==> config.mk <==
export PLATFORM = sky130hd
export DESIGN_NAME = burst_serializer
export DESIGN_NICKNAME = d
export VERILOG_FILES = /design/src/rtl/bser_pkg.sv /design/src/rtl/bser_len_clamp.sv /design/src/rtl/bser_ctrl.sv /design/src/rtl/bser_shreg.sv /design/src/rtl/burst_serializer.sv
export SDC_FILE = /design/constraint.sdc
export NUM_CORES = 1
export LEC_CHECK = 0
export BUFFER_PORTS_ARGS = -buffer_cell sky130_fd_sc_hd__clkbuf_2
export CORE_MARGIN = 2
export CORE_UTILIZATION = 53
export CTS_CLUSTER_DIAMETER = 120
export CTS_CLUSTER_SIZE = 20
export DETAILED_ROUTE_END_ITERATION = 8
export PLACE_DENSITY = 0.84
export REMOVE_ABC_BUFFERS = 1
export SETUP_SLACK_MARGIN = 0.3
export SYNTH_ARGS = -nofsm -noshare
export SYNTH_HDL_FRONTEND = slang
export SYNTH_SLANG_ARGS = --single-unit
==> constraint.sdc <==
create_clock -name clk_i -period 2.46 [get_ports clk_i]
set_input_delay 0.123 -clock clk_i [delete_from_list [all_inputs] [get_ports clk_i]]
set_output_delay 0.123 -clock clk_i [all_outputs]
set_load 0.05 [all_outputs]
==> src/rtl/bser_pkg.sv <==
package bser_pkg;

    typedef enum logic {
        ST_IDLE  = 1'b0,
        ST_SHIFT = 1'b1
    } state_e;

endpackage

==> src/rtl/bser_len_clamp.sv <==
module bser_len_clamp #(
    parameter int MIN_W = 6,
    parameter int MAX_W = 16,
    parameter int SEL_W = 5
) (
    input  logic [SEL_W-1:0] sel_i,
    output logic [SEL_W-1:0] len_o
);

    localparam logic [SEL_W-1:0] LoLen = SEL_W'(MIN_W);
    localparam logic [SEL_W-1:0] HiLen = SEL_W'(MAX_W);

    always_comb begin
        if (sel_i < LoLen) begin
            len_o = LoLen;
        end else if (sel_i > HiLen) begin
            len_o = HiLen;
        end else begin
            len_o = sel_i;
        end
    end

endmodule

==> src/rtl/bser_ctrl.sv <==
module bser_ctrl
    import bser_pkg::*;
#(
    parameter int MAX_W = 16,
    parameter int SEL_W = 5,
    parameter int CNT_W = 4
) (
    input  logic             clk_i,
    input  logic             rst_ni,
    input  logic             en_i,
    input  logic [SEL_W-1:0] len_i,
    output logic             load_o,
    output logic             shift_o,
    output logic [SEL_W-1:0] len_o
);

    typedef struct packed {
        state_e           state;
        logic [CNT_W-1:0] cnt;
        logic [SEL_W-1:0] len;
    } ctrl_t;

    ctrl_t ctrl_d, ctrl_q;
    logic  last_d;

    always_comb begin
        ctrl_d = ctrl_q;
        last_d = (SEL_W'(ctrl_q.cnt) == (ctrl_q.len - SEL_W'(1)));
        unique case (ctrl_q.state)
            ST_IDLE: begin
                ctrl_d.cnt = '0;
                ctrl_d.len = len_i;
                if (en_i) begin
                    ctrl_d.state = ST_SHIFT;
                end
            end
            ST_SHIFT: begin
                if (last_d) begin
                    ctrl_d.state = ST_IDLE;
                    ctrl_d.cnt   = '0;
                end else begin
                    ctrl_d.cnt = ctrl_q.cnt + CNT_W'(1);
                end
            end
            default: ctrl_d.state = ST_IDLE;
        endcase
    end

    always_ff @(posedge clk_i or negedge rst_ni) begin
        if (!rst_ni) begin
            ctrl_q.state <= ST_IDLE;
            ctrl_q.cnt   <= '0;
            ctrl_q.len   <= SEL_W'(MAX_W);
        end else begin
            ctrl_q <= ctrl_d;
        end
    end

    assign load_o  = (ctrl_q.state == ST_IDLE);
    assign shift_o = (ctrl_q.state == ST_SHIFT);
    assign len_o   = ctrl_q.len;

endmodule

==> src/rtl/bser_shreg.sv <==
module bser_shreg #(
    parameter int MAX_W = 16,
    parameter int SEL_W = 5,
    parameter int CNT_W = 4
) (
    input  logic             clk_i,
    input  logic             rst_ni,
    input  logic             load_i,
    input  logic             shift_i,
    input  logic [MAX_W-1:0] par_i,
    input  logic             ser_i,
    input  logic [SEL_W-1:0] len_i,
    output logic             ser_o
);

    logic [MAX_W-1:0] data_d, data_q;
    logic [CNT_W-1:0] tap_d;

    always_comb begin
        data_d = data_q;
        if (load_i) begin
            data_d = par_i;
        end else if (shift_i) begin
            data_d = {data_q[MAX_W-2:0], ser_i};
        end
        tap_d = CNT_W'(len_i - SEL_W'(1));
    end

    always_ff @(posedge clk_i or negedge rst_ni) begin
        if (!rst_ni) begin
            data_q <= '0;
        end else begin
            data_q <= data_d;
        end
    end

    assign ser_o = shift_i & data_q[tap_d];

endmodule

==> src/rtl/burst_serializer.sv <==
module burst_serializer #(
    parameter int MIN_W = 6,
    parameter int MAX_W = 16,
    parameter int SEL_W = $clog2(MAX_W + 1)
) (
    input  logic             clk_i,
    input  logic             rst_ni,
    input  logic             en_i,
    input  logic [MAX_W-1:0] par_i,
    input  logic [SEL_W-1:0] len_sel_i,
    input  logic             ser_i,
    output logic             ser_o,
    output logic             busy_o
);

    localparam int CNT_W = $clog2(MAX_W);

    logic [SEL_W-1:0] len_fit;
    logic [SEL_W-1:0] len_run;
    logic             load;
    logic             shift;

    bser_len_clamp #(
        .MIN_W(MIN_W),
        .MAX_W(MAX_W),
        .SEL_W(SEL_W)
    ) i_clamp (
        .sel_i(len_sel_i),
        .len_o(len_fit)
    );

    bser_ctrl #(
        .MAX_W(MAX_W),
        .SEL_W(SEL_W),
        .CNT_W(CNT_W)
    ) i_ctrl (
        .clk_i  (clk_i),
        .rst_ni (rst_ni),
        .en_i   (en_i),
        .len_i  (len_fit),
        .load_o (load),
        .shift_o(shift),
        .len_o  (len_run)
    );

    bser_shreg #(
        .MAX_W(MAX_W),
        .SEL_W(SEL_W),
        .CNT_W(CNT_W)
    ) i_shreg (
        .clk_i  (clk_i),
        .rst_ni (rst_ni),
        .load_i (load),
        .shift_i(shift),
        .par_i  (par_i),
        .ser_i  (ser_i),
        .len_i  (len_run),
        .ser_o  (ser_o)
    );

    assign busy_o = shift;

endmodule

==> results.json, run 1 <==
{
  "status": "completed",
  "yosysUniqueCellTypes": 31,
  "fin_setup_tns_ns": 0,
  "rsz0062_at_grt": "yes",
  "clockBufferDepth": 2,
  "fmax_mhz": 442,
  "yosys_warnings": 0,
  "reg2reg_depth": 7,
  "leakage_nw": 0.713,
  "irDropWorstVdd_mv": 1.50,
  "core_area_sq_um": 2250,
  "dieArea_sq_um": 2820,
  "avgRoutedWirePerCell_microns": 14.1,
  "slew_headroom": 0.588,
  "final-instance-count-excl-fill": 162,
  "dr.pass1.iters": 2,
  "worstSetupEndpointType": "output port",
  "cp_max_fo": 5,
  "drt-total-wl_microns": 2280,
  "ys_seq_area_frac": 0.510,
  "worst_pin_slew_ns": 0.618,
  "cts_buffers": 3,
  "place_area_sq_um": 1430,
  "grt_pass1_wl_microns": 3880,
  "start_util": 0.567,
  "holdPathStages": 2,
  "vias": 846,
  "die-width_microns": 53.1,
  "drive_gt1_frac": 0.328,
  "finalInstanceArea_sq_um": 1600,
  "numClockSinks": 26,
  "port_buffers": 26,
  "gp_congestion": 0.716,
  "finalCriticalPeriod_ns": 2.26,
  "track_usage": 0.189,
  "drtIter0Drc": 1,
  "min_period_over_period": 0.919,
  "std_cell_rows": 17,
  "tritoncts": "yes",
  "netlist_area_sq_um": 1280,
  "worstSetupPathType": "register to output port",
  "finalHoldViolations": 0,
  "grt_max_degree": 27,
  "drtAntennaViolNets": 0,
  "fin_skew_ns": 0.00911,
  "nets": 162,
  "worstHoldPathType": "primary input to register",
  "synth_cells": 94,
  "clk_pin_slew_worst_paths_ns": 0.12,
  "syn2layout_area_growth_pct": 25.1,
  "grt_pass1_vias": 892,
  "start_kind": "register",
  "dpl.cell_count": 146,
  "num_antenna_cells": 0,
  "grt-ovfl-total": 0,
  "power.total_mw": 2.24,
  "insertion_delay_ns": 0.31,
  "syn_area_per_cell_sq_um": 13.6,
  "h-tree-depth": 1,
  "power.density_nw_per_um2": 1400,
  "routed_via_density": 5.22,
  "cts-root-buf": "clkbuf_4",
  "worstPathArrival_ns": 2.14,
  "setup_viol": 0,
  "ios": 27,
  "antenna_found_initial": 0,
  "cp_data_required_time_ns": 2.34,
  "drv_slew": 0,
  "maxCapViolations": 0,
  "dp_hpwl_microns": 1620,
  "synth.ff_latch_count": 26,
  "dieHeight_microns": 53.1,
  "drcViolationCount": 0
}
through the flow:
| stage | setup slack (ns) | hold slack [ns] | util |
|---|---|---|---|
| final | 0.199 | 0.0184 | 0.710 |
| after global routing | 0.0738 | 0.00340 | 0.710 |
| after CTS | 0.174 | 0.00371 | 0.674 |
| after detailed placement | 0.367 | 0.173 | 0.635 |
| after global placement | 0.437 | 0.161 | 0.635 |
| after floorplan | 0.370 | -0.173 | - |
worst paths after layout:
check | from | to | slack (ns)
max | i_ctrl.len_o[0]$_DFFE_PN0N_ | ser_o | 0.20
min in group asynchronous | rst_ni | i_ctrl.ctrl_q[7]$_DFF_PN0_ | 0.34
min | par_i[3] | i_shreg.data_q[3]$_DFF_PN0_ | 0.02
max reg2reg | i_ctrl.len_o[1]$_DFFE_PN0N_ | i_ctrl.ctrl_q[8]$_DFF_PN0_ | 0.66
max in group asynchronous | rst_ni | i_ctrl.len_o[0]$_DFFE_PN0N_ | 1.71
min reg2reg | i_shreg.data_q[6]$_DFF_PN0_ | i_shreg.data_q[7]$_DFF_PN0_ | 0.51
registers in the layout, summed over array words and instances, names as in the netlist:
signal	flops
i_shreg.data_q	16
i_ctrl.len_o	5
i_ctrl.shift_o	1
i_ctrl.ctrl_q	4
synth_stat cells (all sizes together):
master | instances | area share
a211o | 1 | 0.0069
a21boi | 1 | 0.0059
a21oi | 6 | 0.023
and2 | 1 | 0.0049
buf | 3 | 0.019
clkbuf | 1 | 0.0029
dfrtp | 25 | 0.49
dfstp | 1 | 0.021
ha | 2 | 0.020
inv | 5 | 0.015
mux2 | 17 | 0.15
mux4 | 5 | 0.10
nand2 | 3 | 0.0088
nand2b | 2 | 0.0098
nand3 | 2 | 0.0078
nand4 | 1 | 0.0049
nor2 | 3 | 0.0088
nor2b | 1 | 0.0049
nor3 | 1 | 0.0078
o211ai | 1 | 0.0059
o21a | 1 | 0.0059
o21ai | 2 | 0.0078
o31ai | 1 | 0.0059
o41ai | 1 | 0.0069
xnor2 | 6 | 0.041
xnor3 | 1 | 0.018
worst max-delay path, stage by stage (launching register included):
cell	delay, ns
dfrtp_1	0.38
inv_1	0.07
ha_4	0.30
mux4_2	0.29
mux4_2	0.47
and2_4	0.17
clkbuf_16	0.16
cell families after synthesis:
logic type      after synthesis  synth area share
simple gates                 14            0.0577
fa+ha+maj                     2            0.0196
buf+inv                       9            0.0362
mux                          22             0.250
compound gates               14            0.0685
flops                        26             0.510
xor+xnor                      7            0.0587
metal layers:
| layer | vias to the layer above | track usage | routed length [microns] |
|---|---|---|---|
| li1 | 413 | - | - |
| met1 | 413 | 0.250 | 1010 |
| met2 | 20 | 0.323 | 1190 |
| met3 | 0 | 0.0367 | 90 |
| met4 | 0 | 0.0427 | 0 |
| met5 | - | 0 | 0 |
layout by cell type (no fill, tap or decap), types with 3 or more instances in the layout:
cell type / instances
clkbuf_2: 25
dfrtp_1: 25
nor2_1: 3
xnor2_1: 6
mux2_1: 16
a21oi_1: 6
clkbuf_4: 3
buf_4: 4
nand2_1: 3
mux4_2: 5
dlygate4sd3_1: 9
inv_1: 5
power by group:
| group | leakage, nW | total [mW] | internal, mW | switching [mW] |
|---|---|---|---|---|
| logic | 0.395 | 1.27 | 0.748 | 0.518 |
| registers | 0.304 | 0.794 | 0.636 | 0.158 |
| clock network | 0.0150 | 0.177 | 0.0632 | 0.114 |
layout make-up:
cell class              instances  area (sq um)
multi-input cells              59           587
clock buffers                   4          26.3
flip-flops and latches         26           652
repair buffers                 40           282
fillers                       177           654
well taps                      28          35.0
inverters                       5          18.8
timing repair:
item | CTS | global route
setup buffers | 3 | 0
hold endpoints to repair | 25 | 8
gates resized for setup | 12 | 0
pin swaps | 1 | 0
endpoints found under the setup margin | 1 | 1
hold buffers | 1 | 8
Power figures use the tool's default switching activity.
==> run 2, diff against run 1 <==
--- a/config.mk
+++ b/config.mk
@@ -5,13 +5,14 @@
 export SDC_FILE = /design/constraint.sdc
 export NUM_CORES = 1
 export LEC_CHECK = 0
+export ABC_AREA = 1
 export BUFFER_PORTS_ARGS = -buffer_cell sky130_fd_sc_hd__clkbuf_2
 export CORE_MARGIN = 2
-export CORE_UTILIZATION = 53
+export CORE_UTILIZATION = 55
 export CTS_CLUSTER_DIAMETER = 120
 export CTS_CLUSTER_SIZE = 20
 export DETAILED_ROUTE_END_ITERATION = 8
-export PLACE_DENSITY = 0.84
+export PLACE_DENSITY = 0.77
 export REMOVE_ABC_BUFFERS = 1
 export SETUP_SLACK_MARGIN = 0.3
 export SYNTH_ARGS = -nofsm -noshare
==> constraint.sdc (replaced) <==
create_clock -name clk_i -period 2.7 [get_ports clk_i]
set_input_delay 0.135 -clock clk_i [delete_from_list [all_inputs] [get_ports clk_i]]
set_output_delay 0.135 -clock clk_i [all_outputs]
set_load 0.05 [all_outputs]
==> results.json, run 2 <==
{
  "status": "completed",
  "rsz0062_at_grt": "no",
  "crit_chain": "clkinvlp_4 -> ha_1 -> inv_2 -> a21oi_1 -> o21ai_0 -> nand2_1 -> nor2_1 -> nor2_1 -> nor2_1 -> clkbuf_4",
  "finalHoldViolations": 0,
  "crit_path_frequent_cell": "nor2_1",
  "rrSetupSlack_ns": 0.92,
  "synth_flop_cell": "dfrtp_1",
  "drt-total-wl_microns": 3020,
  "worstSetupEndpointType": "output port",
  "worstSetupPathType": "register to output port",
  "worstPathArrival_ns": 2.11,
  "critPathLaunch": "i_ctrl.len_o[0]$_DFFE_PN0N_",
  "cts_buffers": 3,
  "insertion_delay_ns": 0.33,
  "avgRoutedWirePerCell_microns": 11.6,
  "tritoncts": "yes",
  "track_usage": 0.250,
  "reg2reg_depth": 4,
  "slowest_stage": "dfrtp_2",
  "fin_setup_tns_ns": 0,
  "dieArea_sq_um": 2860,
  "yosysUniqueCellTypes": 17,
  "dpl.cell_count": 235,
  "dr.pass1.iters": 4,
  "port_buffers": 26,
  "layout.cells.most_common_list": "nand2_1 (85), clkbuf_2 (25), dfrtp_1 (24), nand3_1 (19), dlygate4sd3_1 (17)",
  "synth_largest_area_cell": "dfrtp_1",
  "drtAntennaViolNets": 0,
  "finalInstanceArea_sq_um": 1730,
  "gp_congestion": 0.892,
  "nets": 259,
  "netlist_top_cells_area": "dfrtp_1 (47%), nand2_1 (24%), nand3_1 (7.1%), inv_1 (4.2%), nor2_1 (4.2%)",
  "holdPathStages": 3,
  "finalCriticalPeriod_ns": 2.24,
  "worst_pin_slew_ns": 0.624,
  "power.density_nw_per_um2": 1190,
  "grt-ovfl-total": 0,
  "path_buf_inv": 3,
  "routed_via_density": 5.03,
  "drv_slew": 0,
  "regMostFlops": "i_shreg.data_q",
  "yosysMostFrequentCell": "nand2_1",
  "timing.hold.ws_ns": 0.00229,
  "clockBufferDepth": 2,
  "syn_area_per_cell_sq_um": 7.23,
  "clk_pin_slew_worst_paths_ns": 0.14,
  "synth.ff_latch_count": 26,
  "worst_slack_ns": 0.459,
  "start_util": 0.597,
  "numClockSinks": 26,
  "die-width_microns": 53.5,
  "ios": 27,
  "power.total_mw": 2.06,
  "fill_cells": 177,
  "worstHoldPathType": "primary input to register",
  "crit-reg2reg-launch": "i_ctrl.shift_o$_DFF_PN0_",
  "fin_skew_ns": 0.000716,
  "worst-path-stages": 10,
  "cp_data_required_time_ns": 2.57,
  "r2r-end": "i_shreg.data_q[0]$_DFF_PN0_",
  "setup_viol": 0,
  "drive_gt1_frac": 0.177,
  "irDropWorstVdd_mv": 0.769,
  "synth_edf_count": 0,
  "dieHeight_microns": 53.5,
  "yosys_warnings": 0,
  "slew_headroom": 0.584,
  "dpl_worst_slack_ns": 0.513,
  "cts-root-buf": "clkbuf_4",
  "vias": 1303,
  "cp-endpoint": "ser_o",
  "drtIter0Drc": 37,
  "cpPeakStageDelay_ns": 0.45,
  "final_common_cell": "nand2_1",
  "grt_pass1_wl_microns": 5090,
  "dp_hpwl_microns": 2000,
  "fmax_mhz": 446,
  "synth_cells": 186,
  "h-tree-depth": 1,
  "start_kind": "register",
  "drcViolationCount": 0,
  "synth_common_cells": "nand2_1 (85), dfrtp_1 (25), nand3_1 (19)",
  "place_area_sq_um": 1480,
  "worst_path_dominant_cell_family": "buffers and inverters",
  "antenna_found_initial": 0,
  "leakage_nw": 0.942,
  "grt_pass1_vias": 1247,
  "grt_max_degree": 27,
  "cp_max_fo": 6,
  "netlist_area_sq_um": 1350,
  "synth_top_area_share": 0.465,
  "syn2layout_area_growth_pct": 28.7,
  "ys_async_sr_fraction": 1.00,
  "fin_util": 0.767,
  "std_cell_rows": 17,
  "final-instance-count-excl-fill": 259,
  "ys_seq_area_frac": 0.485,
  "min_period_over_period": 0.830,
  "num_antenna_cells": 0,
  "largest_reg_flops": 16,
  "core_area_sq_um": 2250,
  "maxCapViolations": 0
}
## run 2: cell count changes after synthesis, sizes merged, moves of 8 or more
cell | previous run | this run
nand3 | 2 | 19
o21ai | 2 | 10
nand2 | 3 | 87
nor2 | 3 | 16
inv | 5 | 15
mux2 | 17 | 0
## run 2: tightest hold or removal path, cell delays in order
cell and delay [ns]:
clkbuf_2 0.07, nand2_1 0.04, nand2_1 0.06
## run 2: worst min-delay path by stage
| stage | slack [ns] | start | end |
|---|---|---|---|
| 3_5_place_dp | 0.18 | rst_ni | i_ctrl.len_o[1]$_DFFE_PN0N_ |
| 6_report | 0.002 | par_i[13] | i_shreg.data_q[13]$_DFF_PN0_ |
| 5_1_grt | 0.04 | par_i[13] | i_shreg.data_q[13]$_DFF_PN0_ |
| 4_1_cts | 0.004 | par_i[4] | i_shreg.data_q[4]$_DFF_PN0_ |
| 2_1_floorplan | -0.16 | rst_ni | i_ctrl.ctrl_q[5]$_DFF_PN0_ |
| 3_3_place_gp | 0.18 | rst_ni | i_ctrl.len_o[2]$_DFFE_PN0N_ |
## run 2: timing repair
item	in CTS	in global routing
endpoints found under the setup margin	1	1
hold endpoints to repair	39	1
gates resized for setup	3	1
buffers inserted	1	2
hold buffers	16	1
## run 2: where the power goes
part           leakage [nW]  total (mW)  switching, mW  internal, mW
Combinational         0.596        1.07          0.663         0.404
Clock                0.0279       0.270          0.119         0.150
Sequential            0.318       0.725          0.150         0.575
## run 2: area by class of cell
cell class / instances / area [sq um] / area share
clock inverters: 1 / 30.0 / 0.0174
clock buffers: 3 / 22.5 / 0.0130
multi-input cells: 139 / 597 / 0.345
inverters: 15 / 60.1 / 0.0347
repair buffers: 47 / 333 / 0.192
well taps: 28 / 35.0 / 0.0202
flip-flops and latches: 26 / 653 / 0.377
## run 2: logic make-up after synthesis
| kind of cell | share of synthesized area |
|---|---|
| simple gates | 0.367 |
| fa+ha+maj | 0.0186 |
| compound gates | 0.0447 |
| flops | 0.485 |
| xor+xnor | 0.0130 |
| buf+inv | 0.0716 |
## run 2: metal layers
layer | wire [microns] | vias to the layer above | track usage
met3 | 68 | 7 | 0.0480
met2 | 1580 | 21 | 0.447
li1 | - | 666 | -
met5 | 0 | - | 0
met4 | 62 | 0 | 0.115
met1 | 1310 | 609 | 0.282
==> run 3, diff against run 2 <==
--- a/config.mk
+++ b/config.mk
@@ -8,11 +8,11 @@
 export ABC_AREA = 1
 export BUFFER_PORTS_ARGS = -buffer_cell sky130_fd_sc_hd__clkbuf_2
 export CORE_MARGIN = 2
-export CORE_UTILIZATION = 55
+export CORE_UTILIZATION = 48
 export CTS_CLUSTER_DIAMETER = 120
 export CTS_CLUSTER_SIZE = 20
 export DETAILED_ROUTE_END_ITERATION = 8
-export PLACE_DENSITY = 0.77
+export PLACE_DENSITY = 0.71
 export REMOVE_ABC_BUFFERS = 1
 export SETUP_SLACK_MARGIN = 0.3
 export SYNTH_ARGS = -nofsm -noshare
==> constraint.sdc (replaced) <==
create_clock -name clk_i -period 1.9 [get_ports clk_i]
set_input_delay 0.095 -clock clk_i [delete_from_list [all_inputs] [get_ports clk_i]]
set_output_delay 0.095 -clock clk_i [all_outputs]
set_load 0.05 [all_outputs]
==> results.json, run 3 (same netlist as run 2, synthesis figures left out) <==
{
  "slowest_stage": "dfrtp_1",
  "seq_area_sq_um": 652,
  "fin_util": 0.661,
  "gp_congestion": 0.799,
  "finalHoldViolations": 0,
  "finalInstanceArea_sq_um": 1790,
  "setup_viol": 0,
  "cpPeakStageDelay_ns": 0.42,
  "holdPathStages": 3,
  "place_area_sq_um": 1500,
  "num_antenna_cells": 0,
  "port_buffers": 26,
  "dr.pass1.iters": 4,
  "dieHeight_microns": 56.9,
  "dp_hpwl_microns": 2190,
  "ios": 27,
  "drt-total-wl_microns": 3230,
  "vias": 1321,
  "antenna_found_initial": 0,
  "syn2layout_area_growth_pct": 33.1,
  "dieArea_sq_um": 3240,
  "irDropWorstVdd_mv": 1.73,
  "die-width_microns": 56.9,
  "drtAntennaViolNets": 0,
  "min_period_over_period": 0.980,
  "insertion_delay_ns": 0.32,
  "drv_slew": 0,
  "finalCriticalPeriod_ns": 1.86,
  "layout.cells.most_common_list": "nand2_1 (83), dfrtp_1 (25), clkbuf_2 (25), dlygate4sd3_1 (20), nand3_1 (18)",
  "status": "completed",
  "nets": 263,
  "multi_input_area_sq_um": 628,
  "regMostFlops": "i_shreg.data_q",
  "cts_buffers": 3,
  "largest_reg_flops": 16,
  "rsz0062_at_grt": "yes",
  "slew_headroom": 0.567,
  "clockBufferDepth": 2,
  "grt_max_degree": 27,
  "std_cell_rows": 19,
  "reg2reg_depth": 10,
  "start_util": 0.496,
  "drcViolationCount": 0,
  "worst_pin_slew_ns": 0.650,
  "worstSetupPathType": "register to output port",
  "crit_chain": "inv_2 -> ha_4 -> inv_4 -> a21oi_2 -> o21ai_1 -> nand2_1 -> nor2_1 -> nor2_1 -> nor2_1 -> clkbuf_8",
  "worstHoldPathType": "primary input to register",
  "start_kind": "register",
  "grt_pass1_vias": 1340,
  "cp_data_required_time_ns": 1.80,
  "fill_cells": 237,
  "avgRoutedWirePerCell_microns": 12.1,
  "core_area_sq_um": 2710,
  "crit_path_frequent_cell": "nor2_1",
  "routed_via_density": 4.97,
  "leakage_nw": 0.964,
  "h-tree-depth": 1,
  "grt_pass1_wl_microns": 5660,
  "cp_max_fo": 6,
  "worstSetupEndpointType": "output port",
  "numClockSinks": 26,
  "fin_skew_ns": 0.00595,
  "track_usage": 0.221,
  "final_common_cell": "nand2_1",
  "worstPathArrival_ns": 1.77,
  "tritoncts": "yes",
  "drtIter0Drc": 31,
  "clk_pin_slew_worst_paths_ns": 0.15,
  "drive_gt1_frac": 0.200,
  "cts-root-buf": "clkbuf_4",
  "grt-ovfl-total": 0,
  "power.density_nw_per_um2": 1680,
  "maxCapViolations": 0,
  "fin_setup_tns_ns": 0,
  "fmax_mhz": 537
}
-- run 3: final cells by class --
type	count	area share
flip-flops and latches	26	0.364
multi-input cells	139	0.351
repair buffers	51	0.210
inverters	15	0.0328
well taps	31	0.0217
clock buffers	4	0.0203
-- run 3: repair_timing --
item                       CTS  global route
hold endpoints to repair    43             0
pin swaps                    2             2
setup endpoints to repair    1             1
hold buffers                20             0
resized for setup           12             2
buffers inserted             2             0
-- run 3: path summary, 6_finish.rpt --
path	start	to	slack, ns
max in group asynchronous	rst_ni	i_shreg.data_q[0]$_DFF_PN0_	1.17
max	i_ctrl.len_o[0]$_DFFE_PN0N_	ser_o	0.04
min reg2reg	i_shreg.data_q[4]$_DFF_PN0_	i_shreg.data_q[5]$_DFF_PN0_	0.51
max reg2reg	i_ctrl.len_o[0]$_DFFE_PN0N_	i_ctrl.shift_o$_DFF_PN0_	0.47
min in group asynchronous	rst_ni	i_ctrl.len_o[2]$_DFFE_PN0N_	0.30
min	len_sel_i[0]	i_ctrl.len_o[0]$_DFFE_PN0N_	0.03
-- run 3: report_power, final --
group	switching (mW)	total, mW	internal, mW
logic	1.03	1.72	0.687
clock network	0.168	0.285	0.117
registers	0.188	1.00	0.815
-- run 3: critical path: cells and delay by family (launching register included) --
family / cells / cell delay, ns
fa+ha+maj: 1 / 0.22
flops: 1 / 0.42
simple gates: 4 / 0.32
buf+inv: 3 / 0.37
compound gates: 2 / 0.11
-- run 3: per-stage QoR --
step / worst slack [ns] / cells / total power, mW / hold slack [ns]
floorplan: -0.301 / 180 / 2.06 / -0.201
global placement: 0.238 / 240 / 2.40 / 0.135
detailed placement: 0.185 / 240 / 2.47 / 0.154
CTS: 0.0723 / 266 / 2.98 / 0.0326
global route: -0.0750 / 266 / 3.29 / 0.0390
finish: 0.0389 / 266 / 3.01 / 0.0325
-- run 3: layer usage --
layer / track usage / wire length [microns] / up-vias
li1: - / - / 674
met4: 0.0797 / 63 / 0
met2: 0.386 / 1700 / 28
met1: 0.282 / 1370 / 610
met5: 0 / 0 / -
met3: 0.0295 / 94 / 9
